<file path="config.mk">
export PLATFORM = sky130hd
export DESIGN_NAME = dds_phase_core
export DESIGN_NICKNAME = d
export VERILOG_FILES = /design/src/rtl/dds_phase_core.sv
export SDC_FILE = /design/constraint.sdc
export NUM_CORES = 1
export LEC_CHECK = 0
export ABC_AREA = 0
export ABC_CLOCK_PERIOD_IN_PS = 4150
export BUFFER_PORTS_ARGS = -buffer_cell sky130_fd_sc_hd__buf_2
export CAP_MARGIN = 20
export CORE_UTILIZATION = 59
export DETAILED_ROUTE_END_ITERATION = 8
export PLACE_DENSITY = 0.76
export SLEW_MARGIN = 20
export SYNTH_ARGS = -nofsm -noshare
export SYNTH_HDL_FRONTEND = slang
export SYNTH_SLANG_ARGS = --single-unit
</file>
<file path="constraint.sdc">
create_clock -name clk -period 4.15 [get_ports clk]
set_clock_uncertainty 0.15 [all_clocks]
set_input_delay 0 -clock clk [delete_from_list [all_inputs] [get_ports clk]]
set_output_delay 0 -clock clk [all_outputs]
set_load 0.02 [all_outputs]
</file>
<file path="src/rtl/dds_phase_core.sv">
module dds_phase_core #(
  parameter int FTW_W     = 32,
  parameter int POFS_W    = 5,
  parameter int ADDR_W    = 12,
  parameter int FREQ_LAT  = 18,
  parameter int PHASE_LAT = 13
) (
  input  logic              clk,
  input  logic              rst,
  input  logic              upd,
  input  logic [FTW_W-1:0]  ftw_in,
  input  logic [POFS_W-1:0] pofs_in,
  input  logic              pwr_dn,
  output logic [ADDR_W-1:0] phase_addr,
  output logic              sq_out
);
  localparam int FDEPTH = FREQ_LAT - 2;
  localparam int PDEPTH = PHASE_LAT - 1;

  logic [FDEPTH-1:0] f_v;
  logic [FTW_W-1:0]  f_w [FDEPTH];
  logic [PDEPTH-1:0] p_v;
  logic [POFS_W-1:0] p_w [PDEPTH];

  logic [FTW_W-1:0]  ftw_act;
  logic [POFS_W-1:0] pofs_act;
  logic [FTW_W-1:0]  acc;
  logic [ADDR_W-1:0] ofs_top;

  always_ff @(posedge clk) begin
    if (rst) begin
      f_v <= '0;
      p_v <= '0;
    end else begin
      f_v <= {f_v[FDEPTH-2:0], upd};
      p_v <= {p_v[PDEPTH-2:0], upd};
    end
  end

  always_ff @(posedge clk) begin
    f_w[0] <= ftw_in;
    p_w[0] <= pofs_in;
  end

  for (genvar i = 1; i < FDEPTH; i++) begin : g_fstage
    always_ff @(posedge clk) f_w[i] <= f_w[i-1];
  end

  for (genvar i = 1; i < PDEPTH; i++) begin : g_pstage
    always_ff @(posedge clk) p_w[i] <= p_w[i-1];
  end

  always_ff @(posedge clk) begin
    if (rst) begin
      ftw_act  <= '0;
      pofs_act <= '0;
    end else begin
      if (f_v[FDEPTH-1]) ftw_act  <= f_w[FDEPTH-1];
      if (p_v[PDEPTH-1]) pofs_act <= p_w[PDEPTH-1];
    end
  end

  always_ff @(posedge clk) begin
    if (rst)          acc <= '0;
    else if (!pwr_dn) acc <= acc + ftw_act;
  end

  assign ofs_top = acc[FTW_W-1 -: ADDR_W] + {pofs_act, {(ADDR_W-POFS_W){1'b0}}};

  always_ff @(posedge clk) begin
    if (rst || pwr_dn) begin
      phase_addr <= '0;
      sq_out     <= 1'b0;
    end else begin
      phase_addr <= ofs_top;
      sq_out     <= ofs_top[ADDR_W-1];
    end
  end


  rst_clear_chk: assert property (@(posedge clk) rst |=> (phase_addr == '0 && !sq_out && acc == '0));


  pd_zero_chk: assert property (@(posedge clk) disable iff (rst) pwr_dn |=> (phase_addr == '0 && !sq_out));


  pd_hold_chk: assert property (@(posedge clk) disable iff (rst) pwr_dn |=> acc == $past(acc));


  ftw_stable_chk: assert property (@(posedge clk) disable iff (rst) !f_v[FDEPTH-1] |=> $stable(ftw_act));


  pofs_stable_chk: assert property (@(posedge clk) disable iff (rst) !p_v[PDEPTH-1] |=> $stable(pofs_act));


  sq_msb_chk: assert property (@(posedge clk) disable iff (rst) sq_out == phase_addr[ADDR_W-1]);
endmodule

</file>
==> results.sh, run 1 <==
export IMPL_netlist_cell_type_count=56
export IMPL_totalWireLength_um=26200
export IMPL_grt_setup_unrepaired="no"
export IMPL_synth_area_per_cell_um2=14.5
export IMPL_crit_start="ftw_act[0]"
export IMPL_async_flop_share_pct=0
export IMPL_clk_path_buf_depth=3
export IMPL_peakVddDrop_mv=0.652
export IMPL_dr_pass1_iters=4
export IMPL_setup_total_negative_slack_ps=0
export IMPL_dominant_synthesized_flop_cell="sky130_fd_sc_hd__dfxtp_1"
export IMPL_grt_max_degree=68
export IMPL_critPathMaxStageDelay_ps=510
export IMPL_synth_sequential_area_ratio_pct=81.6
export IMPL_max_freq_ghz=0.292
export IMPL_syn_to_final_growth_pct=20.7
export IMPL_violation_count_after_the_first_detailed_route_iteration=316
export IMPL_timing_critical_path_cells="ha_1, fa_1, a211oi_1, nor2_1, o31ai_1, nand3_1, a31o_2, a21oi_1, nor4_1, a311o_1"
export IMPL_post_cts_hold_buffer_count=79
export IMPL_postCtsSetupRepairBufs=0
export IMPL_drv_max_cap_violation_count=0
export IMPL_total_area_of_sequential_cells_mm2=0.0134
export IMPL_r2r_end="acc[22]"
export IMPL_critical_path_max_fanout=5
export IMPL_number_of_antenna_violations_at_the_first_check_in_global_routing=1
export IMPL_crit_family="compound AO/OA/AOI/OAI gates"
export IMPL_p_per_area_mw_per_mm2=622
export IMPL_design_portCount=54
export IMPL_worst_hold_path_type="flip-flop to flip-flop"
export IMPL_nets_in_the_synthesized_netlist=1211
export IMPL_dp_hpwl_um=12500
export IMPL_critical_path_slowest_cell="sky130_fd_sc_hd__o31ai_1"
export IMPL_filler_cell_count=1593
export IMPL_tightest_slew_ps=834
export IMPL_clkSlewWorstSetupHoldPaths_ps=70
export IMPL_cts_tree="built"
export IMPL_grt_first_pass_wirelength_um=41400
export IMPL_layout_drive_gt1_share_pct=11.8
export IMPL_detailed_route_drc_error_count=0
export IMPL_hold_path_startpoint="f_w[14][2]"
export IMPL_final_period_minus_worst_setup_slack_ps=3420
export IMPL_rr_worst_depth=10
export IMPL_whs_endpoint="f_w[15][2]"
export IMPL_floorplan_die_height_um=169
export IMPL_final_min_period_over_clock_period_pct=82.4
export IMPL_critical_path_arrival_ps=3750
export IMPL_floorplan_die_area_mm2=0.0285
export IMPL_via_count=8045
export IMPL_clk_root_buffer_cell="sky130_fd_sc_hd__clkbuf_16"
export IMPL_netlist_area_mm2=0.0164
export IMPL_floorplan_initialDensity_pct=60.5
export IMPL_gr_usage_all_layers_pct=18.7
export IMPL_worst_setup_path_start_kind="flip-flop"
export IMPL_setup_violations_final=0
export IMPL_fp_row_count=60
export IMPL_core_region_area_mm2=0.0271
export IMPL_route_detailed_wl_per_inst_um=15.3
export IMPL_area_of_the_multi_input_gates_mm2=0.00285
export IMPL_yosys_warnings=0
export IMPL_report_power_total_w=0.0123
export IMPL_globalRouteOverflowTotal=0
export IMPL_slew_headroom_pct=44.4
export IMPL_critPathCaptureType="flip-flop"
export IMPL_port_buffers=53
export IMPL_postRouteAntennaNets=0
export IMPL_postSynthRegisterBits=669
export IMPL_status="completed"
export IMPL_cellLeakagePower_nw=8.37
export IMPL_cp_buffers_inverters=0
export IMPL_worstPathRequired_ps=4480
export IMPL_final_max_slew_viol_count=0
export IMPL_cts_inserted_buffers=56
export IMPL_synth_enable_flop_cells=0
export IMPL_worst_setup_path_type="flip-flop to flip-flop"
export IMPL_numClockSinks=669
export IMPL_design_final_nets=1375
export IMPL_postSynthCellCount=1133
export IMPL_clk_latency_ps=590
export IMPL_number_of_global_route_vias_before_repair=8181
export IMPL_gp_congestion=0.843
export IMPL_floorplan_die_width_um=169
export IMPL_route_detailed_vias_per_inst=4.69
export IMPL_report_final_hold_viol_count=0
export IMPL_r2r_setup_slack_ps=730
export IMPL_cts_htree_levels=2
export IMPL_cts_resized_gates=0
export IMPL_worst_r2r_startpoint="ftw_act[0]"
export IMPL_hold_path_depth=0
cells in the mapped netlist (all sizes together) (2+ instances only):
cell type / n / area, um^2
clkinv: 2 / 7.51
nand2: 38 / 143
nand4: 7 / 43.8
nor4b: 2 / 17.5
o31ai: 2 / 15.0
buf: 8 / 33.8
a21oi: 42 / 210
nor2b: 22 / 138
o31a: 2 / 17.5
a211o: 2 / 17.5
inv: 10 / 37.5
nor4: 2 / 12.5
a31oi: 7 / 43.8
fa: 2 / 40.0
and2: 12 / 75.1
o41ai: 2 / 25.0
a2111oi: 2 / 17.5
a21o: 13 / 98.9
and3: 6 / 42.5
nand3: 13 / 65.1
dfxtp: 669 / 13400
xor2: 5 / 43.8
xnor2: 17 / 149
o311ai: 2 / 25.0
o21ai: 23 / 115
clkbuf: 21 / 78.8
nor2: 77 / 289
nor3: 5 / 25.0
a211oi: 10 / 85.1
o22ai: 2 / 12.5
o21bai: 6 / 45.0
mux2i: 43 / 430
nand3b: 2 / 15.0
ha: 35 / 438
or3: 7 / 46.3
cell families after synthesis:
| group | share of synthesized area (%) |
|---|---|
| flops | 81.6 |
| simple gates | 5.74 |
| fa+ha+maj | 2.91 |
| mux | 2.69 |
| compound gates | 4.87 |
| buf+inv | 0.961 |
| xor+xnor | 1.17 |
final cells by class:
class | instances | share of cell area [%]
Tap cell | 372 | 2.35
Antenna cell | 1 | 0.0126
Inverter | 12 | 0.227
Clock buffer | 79 | 8.12
Sequential cell | 669 | 67.6
Timing Repair Buffer | 135 | 5.51
Clock inverter | 24 | 1.74
Multi-Input combinational cell | 423 | 14.4
layout by cell type (no fill, tap or decap), types with 7 or more instances in the layout:
master,n
sky130_fd_sc_hd__dfxtp_1,668
sky130_fd_sc_hd__dlygate4sd3_1,79
sky130_fd_sc_hd__nor2_1,77
sky130_fd_sc_hd__clkbuf_16,57
sky130_fd_sc_hd__buf_2,53
sky130_fd_sc_hd__mux2i_1,43
sky130_fd_sc_hd__a21oi_1,42
sky130_fd_sc_hd__nand2_1,38
sky130_fd_sc_hd__ha_1,35
sky130_fd_sc_hd__nor2b_1,22
sky130_fd_sc_hd__o21ai_0,22
sky130_fd_sc_hd__xnor2_1,17
sky130_fd_sc_hd__nand3_1,13
sky130_fd_sc_hd__a21o_1,12
sky130_fd_sc_hd__and2_1,12
sky130_fd_sc_hd__clkbuf_1,12
sky130_fd_sc_hd__inv_1,10
sky130_fd_sc_hd__clkbuf_8,10
sky130_fd_sc_hd__clkinv_2,9
sky130_fd_sc_hd__a211oi_1,8
sky130_fd_sc_hd__a31oi_1,7
sky130_fd_sc_hd__nand4_1,7
routing by layer:
| layer | vias up | wire [um] | track usage (%) |
|---|---|---|---|
| met5 | - | 0 | 0 |
| met4 | 0 | 493 | 6.17 |
| met3 | 43 | 998 | 4.51 |
| met2 | 146 | 13500 | 34.0 |
| met1 | 3768 | 11300 | 21.4 |
| li1 | 4088 | - | - |
worst max path at each step:
stage / cells past startpoint / end / slack [ps]
floorplan: 9 / acc[31] / 1260
global route: 10 / acc[22] / 500
CTS: 10 / acc[22] / 790
detailed placement: 10 / acc[22] / 850
finish: 10 / acc[22] / 730
global placement: 10 / acc[22] / 890
sequential cells by signal, indices dropped and copies added, names as in the netlist:
signal	count
f_w	512
acc	32
sq_out	1
pofs_act	5
p_w	60
f_v	16
phase_addr	11
ftw_act	32
stage by stage:
stage	cells	utilization (%)	cell area (um^2)	worst slack (ps)	hold WS [ps]
floorplan	1133	-	16400	1260	-122
global placement	1531	62.9	17000	888	-48.2
detailed placement	1532	62.9	17100	850	-46.4
CTS	1714	73.1	19800	788	161
global route	1715	73.1	19800	503	148
finish	1715	73.1	19800	729	153
report_power, final:
| group | leakage, nW | internal [W] | total, W | switching [W] |
|---|---|---|---|---|
| clock network | 0.953 | 0.00311 | 0.00539 | 0.00228 |
| logic | 1.80 | 0.0000733 | 0.000132 | 0.0000584 |
| registers | 5.61 | 0.00672 | 0.00680 | 0.0000838 |
| total | 8.37 | 0.00990 | 0.0123 | 0.00243 |
No activity file was read; power rests on OpenSTA's default activity.
==> run 2, diff against run 1 <==
Settings changed: ABC_AREA 0 to 1, ABC_CLOCK_PERIOD_IN_PS 4150 to 3100, CORE_UTILIZATION 59 to 53, PLACE_DENSITY 0.76 to 0.72.
Clock period 4.15 ns to 3.1 ns, I/O delays scaled along.
==> results.sh, run 2 <==
export IMPL_clkSlewWorstSetupHoldPaths_ps=70
export IMPL_cp_buffers_inverters=1
export IMPL_gr_usage_all_layers_pct=20.3
export IMPL_number_of_antenna_violations_at_the_first_check_in_global_routing=0
export IMPL_dominant_synthesized_flop_cell="sky130_fd_sc_hd__dfxtp_1"
export IMPL_synth_area_per_cell_um2=11.6
export IMPL_met1_usage_pct=24.5
export IMPL_layout_core_utilization_pct=65.2
export IMPL_gp_congestion=0.847
export IMPL_grt_first_pass_wirelength_um=51900
export IMPL_largest_register_ffs=512
export IMPL_placedCellCount=1922
export IMPL_most_frequent_standard_cell_in_the_layout_excluding_fill_and_tap_cells="sky130_fd_sc_hd__dfxtp_1"
export IMPL_dr_pass1_iters=4
export IMPL_setup_violations_final=0
export IMPL_global_route_usage_met2_pct=37.4
export IMPL_worst_setup_path_type="flip-flop to flip-flop"
export IMPL_worstPathRequired_ps=3410
export IMPL_status="completed"
export IMPL_report_power_total_w=0.0170
export IMPL_floorplan_die_area_mm2=0.0331
export IMPL_dp_hpwl_um=17100
export IMPL_clk_path_buf_depth=3
export IMPL_synth_commonest_cells="sky130_fd_sc_hd__dfxtp_1, sky130_fd_sc_hd__nand2_1, sky130_fd_sc_hd__inv_1"
export IMPL_critPathCaptureType="flip-flop"
export IMPL_synth_largest_type_area_fraction_pct=78.1
export IMPL_postSynthRegisterBits=669
export IMPL_totalWireLength_um=32500
export IMPL_critical_path_max_fanout=4
export IMPL_port_buffers=53
export IMPL_postSynthCellCount=1485
export IMPL_clk_root_buffer_cell="sky130_fd_sc_hd__clkbuf_16"
export IMPL_cts_htree_levels=2
export IMPL_cts_tree="built"
export IMPL_via_count=9348
export IMPL_slew_headroom_pct=33.5
export IMPL_timing_critical_path_mode_cell="sky130_fd_sc_hd__nor2_1"
export IMPL_layout_cells_most_common_list="sky130_fd_sc_hd__dfxtp_1, sky130_fd_sc_hd__nand2_1, sky130_fd_sc_hd__inv_1, sky130_fd_sc_hd__nor2_1, sky130_fd_sc_hd__dlygate4sd3_1"
export IMPL_largest_register="f_w"
export IMPL_placedInstanceArea_mm2=0.0179
export IMPL_fp_row_count=65
export IMPL_critical_path_arrival_ps=2540
export IMPL_syn_to_final_growth_pct=20.6
export IMPL_report_final_hold_viol_count=0
export IMPL_rr_worst_depth=10
export IMPL_hold_path_startpoint="f_w[4][3]"
export IMPL_netlist_cell_type_count=29
export IMPL_hold_path_depth=0
export IMPL_whs_endpoint="f_w[5][3]"
export IMPL_critical_path_slowest_cell="sky130_fd_sc_hd__fa_1"
export IMPL_synthAdderAreaFrac_pct=2.79
export IMPL_floorplan_initialDensity_pct=54.1
export IMPL_numClockSinks=669
export IMPL_synth_mux_area_fraction_pct=0
export IMPL_max_freq_ghz=0.448
export IMPL_cellLeakagePower_nw=9.63
export IMPL_netlist_area_mm2=0.0172
export IMPL_diodes=0
export IMPL_grt_setup_unrepaired="no"
export IMPL_layout_drive_gt1_share_pct=10.4
export IMPL_final_min_period_over_clock_period_pct=72.0
export IMPL_detailed_route_drc_error_count=0
export IMPL_final_period_minus_worst_setup_slack_ps=2230
export IMPL_nets_in_the_synthesized_netlist=1563
export IMPL_design_portCount=54
export IMPL_synth_enable_flop_cells=0
export IMPL_synth_sequential_area_ratio_pct=78.1
export IMPL_layoutNonFillerInstCount=2106
export IMPL_core_region_area_mm2=0.0317
export IMPL_synth_compound_area_share_pct=3.25
export IMPL_yosysMostFrequentCell="sky130_fd_sc_hd__dfxtp_1"
export IMPL_combinational_family_with_the_most_area_after_synthesis="simple AND/OR/NAND/NOR gates"
export IMPL_tightest_slew_ps=997
export IMPL_floorplan_die_height_um=182
export IMPL_crit_family="adder cells"
export IMPL_route_detailed_vias_per_inst=4.44
export IMPL_design_final_nets=1736
export IMPL_worst_r2r_startpoint="ftw_act[0]"
export IMPL_cts_inserted_buffers=57
export IMPL_floorplan_die_width_um=182
export IMPL_async_flop_share_pct=0
export IMPL_number_of_global_route_vias_before_repair=10100
export IMPL_worst_setup_path_start_kind="flip-flop"
export IMPL_critPathMaxStageDelay_ps=460
export IMPL_grt_met3_use_pct=3.35
export IMPL_route_detailed_wl_per_inst_um=15.4
export IMPL_postRouteAntennaNets=0
export IMPL_grt_max_degree=61
export IMPL_globalRouteOverflowTotal=0
export IMPL_worst_hold_path_type="flip-flop to flip-flop"
export IMPL_yosys_area_share_xor_xnor_pct=0.766
export IMPL_final_max_slew_viol_count=0
export IMPL_setup_total_negative_slack_ps=0
export IMPL_global_route_peak_usage_layer="met2"
export IMPL_timing_critical_path_cells="ha_1, fa_1, nand3_1, nand3_1, a21oi_1, nor2_1, nor2_1, nor2_1, o21ai_1, inv_1"
export IMPL_peakVddDrop_mv=0.704
export IMPL_violation_count_after_the_first_detailed_route_iteration=405
export IMPL_yosys_top_cells_area="sky130_fd_sc_hd__dfxtp_1, sky130_fd_sc_hd__nand2_1, sky130_fd_sc_hd__inv_1"
export IMPL_synth_simple_gate_area_share_pct=10.9
export IMPL_p_per_area_mw_per_mm2=823
export IMPL_design_area_final_mm2=0.0207
export IMPL_yosys_warnings=0
export IMPL_r2r_end="acc[16]"
export IMPL_drv_max_cap_violation_count=0
export IMPL_largest_registers_ranked_by_flip_flop_count="f_w (512), p_w (60)"
export IMPL_synth_largest_area_cell="sky130_fd_sc_hd__dfxtp_1"
export IMPL_r2r_setup_slack_ps=870
export IMPL_clk_latency_ps=600
## run 2: cell types whose count changed in the layout (fill, tap and decap cells not counted), sizes merged, moves of 9 or more
cell,previous run,this run
inv,13,169
mux2i,43,0
xnor2,17,5
o21ai,23,60
a21o,13,1
nand3,13,43
nand2,38,255
nor2b,22,0
and2,12,1
a211oi,10,1
nor2,77,161
## run 2: logic make-up after synthesis
kind of cell             count (synthesis)
adder cells (fa/ha/maj)                 37
flip-flops                             669
buffers and inverters                  189
AO/OA/AOI/OAI                          108
AND/OR/NAND/NOR                        467
XOR/XNOR                                15
## run 2: repair_timing
| action | in CTS | in global routing |
|---|---|---|
| hold buffers | 79 | 0 |
| setup buffers | 0 | 0 |
| resized for setup | 0 | 0 |
| endpoints found under the hold margin | 74 | 0 |
## run 2: worst register-to-register path, cell delays in order, from the launching register on
cell                      delay [ps]
sky130_fd_sc_hd__dfxtp_1         320
sky130_fd_sc_hd__ha_1            250
sky130_fd_sc_hd__fa_1            460
sky130_fd_sc_hd__nand3_1         100
sky130_fd_sc_hd__nand3_1         150
sky130_fd_sc_hd__a21oi_1         280
sky130_fd_sc_hd__nor2_1           70
sky130_fd_sc_hd__nor2_1          130
sky130_fd_sc_hd__nor2_1           50
sky130_fd_sc_hd__o21ai_1         130
sky130_fd_sc_hd__inv_1            50
## run 2: worst max-delay path by stage
| stage | cells past startpoint | slack, ps | end | startpoint |
|---|---|---|---|---|
| 2_1_floorplan | 10 | 1120 | acc[16] | ftw_act[0] |
| 3_3_place_gp | 10 | 930 | acc[16] | ftw_act[0] |
| 6_report | 10 | 870 | acc[16] | ftw_act[0] |
| 5_1_grt | 10 | 680 | acc[16] | ftw_act[0] |
| 4_1_cts | 10 | 850 | acc[16] | ftw_act[0] |
| 3_5_place_dp | 10 | 870 | acc[16] | ftw_act[0] |
## run 2: routing by layer
layer,vias up,part of all wire [%]
met1,4282,44
met2,144,51
met3,41,3.6
met5,-,0
met4,0,1.2
li1,4881,-
## run 2: layout make-up
| type | instances | area [um^2] |
|---|---|---|
| Sequential cell | 669 | 13400 |
| Fill cell | 2279 | 11000 |
| Multi-Input combinational cell | 627 | 3040 |
| Clock buffer | 72 | 1570 |
| Timing Repair Buffer | 137 | 1090 |
| Inverter | 166 | 623 |
| Tap cell | 402 | 503 |
| Clock inverter | 33 | 459 |
## run 2: per-stage QoR
stage | worst slack (ps) | hold WS, ps
after global placement | 927 | -48.1
final | 869 | 159
after detailed placement | 875 | -46.4
after floorplan | 1120 | -122
after global routing | 681 | 158
after CTS | 854 | 147
## run 2: where the power goes
| group | leakage [nW] | total, W | switching [W] | internal (W) |
|---|---|---|---|---|
| combinational | 3.03 | 0.000329 | 0.000176 | 0.000153 |
| sequential | 5.62 | 0.00916 | 0.000137 | 0.00903 |
| clock | 0.989 | 0.00754 | 0.00322 | 0.00432 |
| total | 9.63 | 0.0170 | 0.00353 | 0.0135 |
